<file path="config.mk">
export PLATFORM = sky130hd
export DESIGN_NAME = ocu_channel
export DESIGN_NICKNAME = d
export VERILOG_FILES = /design/src/rtl/ocu_channel.sv
export SDC_FILE = /design/constraint.sdc
export NUM_CORES = 1
export LEC_CHECK = 0
export ABC_AREA = 1
export CAP_MARGIN = 20
export CORE_AREA = 2 2 59 44
export DETAILED_ROUTE_END_ITERATION = 10
export DIE_AREA = 0 0 61 46
export DONT_BUFFER_PORTS = 1
export SYNTH_ARGS = -nofsm -noshare
export SYNTH_HDL_FRONTEND = slang
export SYNTH_SLANG_ARGS = --single-unit
export TNS_END_PERCENT = 100
</file>
<file path="constraint.sdc">
create_clock -name clk -period 0.95 [get_ports clk]
set_input_delay 0.19 -clock clk [delete_from_list [all_inputs] [get_ports clk]]
set_output_delay 0.19 -clock clk [all_outputs]
set_load 0.02 [all_outputs]
</file>
<file path="src/rtl/ocu_channel.sv">
module ocu_channel #(
  parameter int W = 8
) (
  input  logic         clk,
  input  logic         rst_n,
  input  logic         tick,
  input  logic [W-1:0] cnt,
  input  logic         at_top,
  input  logic         at_bottom,
  input  logic [1:0]   wave_mode,
  input  logic [1:0]   com_mode,
  input  logic         cmp_wr,
  input  logic [W-1:0] cmp_wdata,
  input  logic         force_pulse,
  input  logic         cnt_wr,
  input  logic         flag_clr,
  output logic [W-1:0] cmp_active,
  output logic         flag,
  output logic         match_strobe,
  output logic         wave_out
);
  logic [W-1:0] shadow_q;
  logic         blk_q, pin_q;

  logic pwm, reload, blocked, force_hit, act;
  assign pwm          = wave_mode[1];
  assign reload       = pwm & tick & (wave_mode[0] ? at_top : at_bottom);
  assign blocked      = cnt_wr | blk_q;
  assign match_strobe = tick & (cnt == cmp_active) & ~blocked;
  assign force_hit    = force_pulse & ~pwm;
  assign act          = match_strobe | force_hit;
  assign wave_out     = pin_q & (com_mode != 2'b00);

  always_ff @(posedge clk) begin
    if (!rst_n) begin
      cmp_active <= '0;
      shadow_q   <= '0;
      flag       <= 1'b0;
      blk_q      <= 1'b0;
      pin_q      <= 1'b0;
    end else begin
      if (cmp_wr) shadow_q <= cmp_wdata;
      if (cmp_wr && !pwm)  cmp_active <= cmp_wdata;
      else if (reload)     cmp_active <= shadow_q;

      if (cnt_wr)    blk_q <= ~tick;
      else if (tick) blk_q <= 1'b0;

      flag <= match_strobe | (flag & ~flag_clr);

      if (act) begin
        case (com_mode)
          2'b01:   pin_q <= ~pin_q;
          2'b10:   pin_q <= 1'b0;
          2'b11:   pin_q <= 1'b1;
          default: pin_q <= pin_q;
        endcase
      end
    end
  end
endmodule


</file>
==> metrics.csv <==
stage,metric,value,unit
drt,1st-pass router iterations,4,
finish,fraction of layout cells with a size suffix above 1,34.6,%
placed_design,placed cells,206,
timing,worst setup margin,-0.625,ns
yosys,Post-Synthesis Cells,154,
worst_setup_path,Crit. End Element,primary output,
yosys,Synth area leaders,"dfxtp_1 37%, nand2_1 12%, inv_1 9.5%",
yosys,mux cell area share after synthesis,6.23,%
pwr,Leak,0.706,nW
placed_design,Port Buffers,0,
clock_tree,Worst-Skew Late Latency,0.29,ns
pwr,worst ir drop on vdd,0.849,mV
worst_setup_path,Worst Setup Path Type,reg -> out,
worst_setup_path,FF-to-FF path depth,12,
grt,initial antenna violation count,0,
clock_tree,Max H-tree Level,1,
yosys,simple-gate area share of the yosys netlist,24.9,%
yosys,yosys warns,0,
timing,worst slew pin tran,0.219,ns
timing,post-layout minimum cycle time,1.57,ns
timing,final setup fails,12,
yosys,Post-Synth XOR/XNOR Area,1.71,%
placed_design,gpl congestion,0.782,
yosys,"Cell Area, Synth",1020,um^2
worst_setup_path,"critical path fanouts, max",3,
grt,GRT Overall Usage,20.9,%
timing,Final Hold Violating Endpoints,0,
status,status,"finished, violations left",
yosys,post-synth top area share,37.1,%
placed_design,Area after DPL,1270,um^2
yosys,Synth top cells by count,"33 x nand2_1, 26 x inv_1, 22 x nor2_1",
clock_tree,total CTS buffers,3,
drt,drc violations,0,
placed_design,pre-CTS setup slack,-0.338,ns
finish,final std cells w/o fill,219,
status,failing checks,negative setup slack,
yosys,Syn Nets,183,
yosys,"Seq/Total Area, Yosys",37.1,%
yosys,Synth Flop Type,dfxtp_1,
drt,routed vias,1030,
yosys,complex-gate fraction of the synthesized area,17.9,%
clock_tree,CTS tree,yes,
timing,RSZ-0062 raised after global routing,true,
placed_design,hpwl dp,1.89,mm
die,Top-Level Pins,40,
finish,Syn-to-layout area delta,41.9,%
yosys,cell with the most instances after synthesis,nand2_1,
grt,global-route wire length before repair,4.23,mm
timing,skew final,0.00308,ns
yosys,Adder-Cell Fraction of Synth Area,0,%
timing,Final Cycle Share,166,%
die,die width,61,um
drt,DR vias/cell,4.70,
drt,Antenna Nets Post-Route,0,
worst_hold_path,hold path cells,2,
clock_tree,CTS Root Cell,clkbuf_4,
yosys,Post-synth EDFFs,0,
timing,Rel. slew slack,85.3,%
finish,diode count,0,
grt,largest net degree at the start of global routing,19,
worst_setup_path,arrival time worst endpoint,1.38,ns
clock_tree,Clock Path Buffers,2,
pwr,"Power, Total",0.00181,W
drt,WL final,2.51,mm
timing,Fmax achieved,0.635,GHz
drt,DRT iter0 DRCs,11,
die,Core Area,2310,um^2
drt,DR WL/cell,11.4,um
grt,Overflow after GRT,0,
pwr,pwr/cell area,1240,nW/um^2
timing,max-slew violations,0,
yosys,Synth area leader,dfxtp_1,
yosys,main combinational cell family by area after synthesis,simple AND/OR/NAND/NOR gates,
yosys,synthesis-stage register bit count,19,
die,die area,2810,um^2
clock_tree,TritonCTS Sinks,19,
grt,vias in the first global route,1013,
die,Initial Util,44.4,%
yosys,syn avg cell area,6.65,um^2
clock_tree,"Reg clk slew, reported paths",0.10,ns
die,die height,46,um
yosys,Async SR Flop Fraction,0,%
worst_setup_path,crit start category,flop,
finish,# nets final,215,
die,Rows,15,
yosys,Cell variety after synth,24,
job,Max-Cap Viols,0,
worst_setup_path,"Req. time, crit path",0.76,ns
finish,design area,1450,um^2
worst_hold_path,Worst Hold Class,in -> reg,
## worst paths after layout
path / start / end / slack [ns]
worst max register to register: blk_q$_SDFFE_PN0P_ / pin_q$_SDFFE_PN0P_ / -0.39
worst min register to register: shadow_q[7]$_SDFFE_PN0P_ / shadow_q[7]$_SDFFE_PN0P_ / 0.51
worst max-delay path: cmp_active[0]$_SDFFE_PN0P_ / match_strobe / -0.62
worst min-delay path: rst_n / cmp_active[4]$_SDFFE_PN0P_ / 0.007
## registers in the layout (all words and copies together) (netlist names)
name,count
blk_q,1
shadow_q,8
flag,1
cmp_active,8
pin_q,1
## cell usage in the layout, fill, tap and decap left out, types with 2 or more instances in the layout
| master | instances |
|---|---|
| a21oi_1 | 9 |
| a21oi_2 | 3 |
| buf_4 | 16 |
| buf_6 | 11 |
| clkbuf_4 | 3 |
| dfxtp_1 | 8 |
| dfxtp_2 | 6 |
| dfxtp_4 | 5 |
| dlygate4sd3_1 | 3 |
| inv_1 | 23 |
| inv_2 | 2 |
| mux2_2 | 3 |
| mux2_4 | 2 |
| nand2_1 | 28 |
| nand2_2 | 5 |
| nor2_1 | 21 |
| o21ai_0 | 16 |
| o21ai_1 | 4 |
## layout make-up
cell class | count | area [um^2]
sequential | 19 | 407
timing repair buffer | 31 | 294
inverter | 26 | 103
clock buffer | 4 | 26.3
fill | 223 | 855
tap | 34 | 42.5
multi-input combinational | 105 | 582
## per-stage QoR
| step | TNS, ns | util, % | hold slack (ns) |
|---|---|---|---|
| 2_1_floorplan | -0.466 | - | 0.262 |
| 6_report | -1.83 | 63.0 | 0.00676 |
| 3_5_place_dp | -0.952 | 55.0 | 0.264 |
| 5_1_grt | -2.40 | 63.0 | 0.00216 |
| 3_3_place_gp | -0.848 | 55.0 | 0.262 |
| 4_1_cts | -1.69 | 61.6 | 0.00526 |
## routing by layer
| metal | GRT usage, % | vias to the layer above | wire [um] |
|---|---|---|---|
| li1 | - | 548 | - |
| met1 | 25.0 | 449 | 1100 |
| met2 | 34.8 | 29 | 1200 |
| met3 | 7.67 | 4 | 171 |
| met4 | 7.39 | 0 | 38 |
| met5 | 0 | - | 0 |
## cell families after synthesis
family	count (synthesis)
mux	5
buf+inv	30
compound gates	35
simple gates	63
flops	19
xor+xnor	2
## where the power goes
part	internal, W	switching, W	leakage (nW)	total (W)
Clock	0.000163	0.000237	0.0150	0.000400
Sequential	0.000856	0.0000416	0.163	0.000898
Combinational	0.000268	0.000242	0.528	0.000510
## worst max-delay path: stages (launching register included)
cell      delay, ns
dfxtp_2        0.34
inv_2          0.07
nand2_2        0.05
nand2_2        0.06
nand3b_1       0.11
nor4_4         0.27
buf_4          0.17
## what timing repair did
item	4_1_cts	5_1_grt
buffers inserted	6	2
hold buffers	3	0
pin swaps	15	7
endpoints found under the setup margin	12	14
gates resized for setup	21	10
endpoints found under the hold margin	4	0
gates cloned	0	0
No activity file was read; power rests on OpenSTA's default activity.
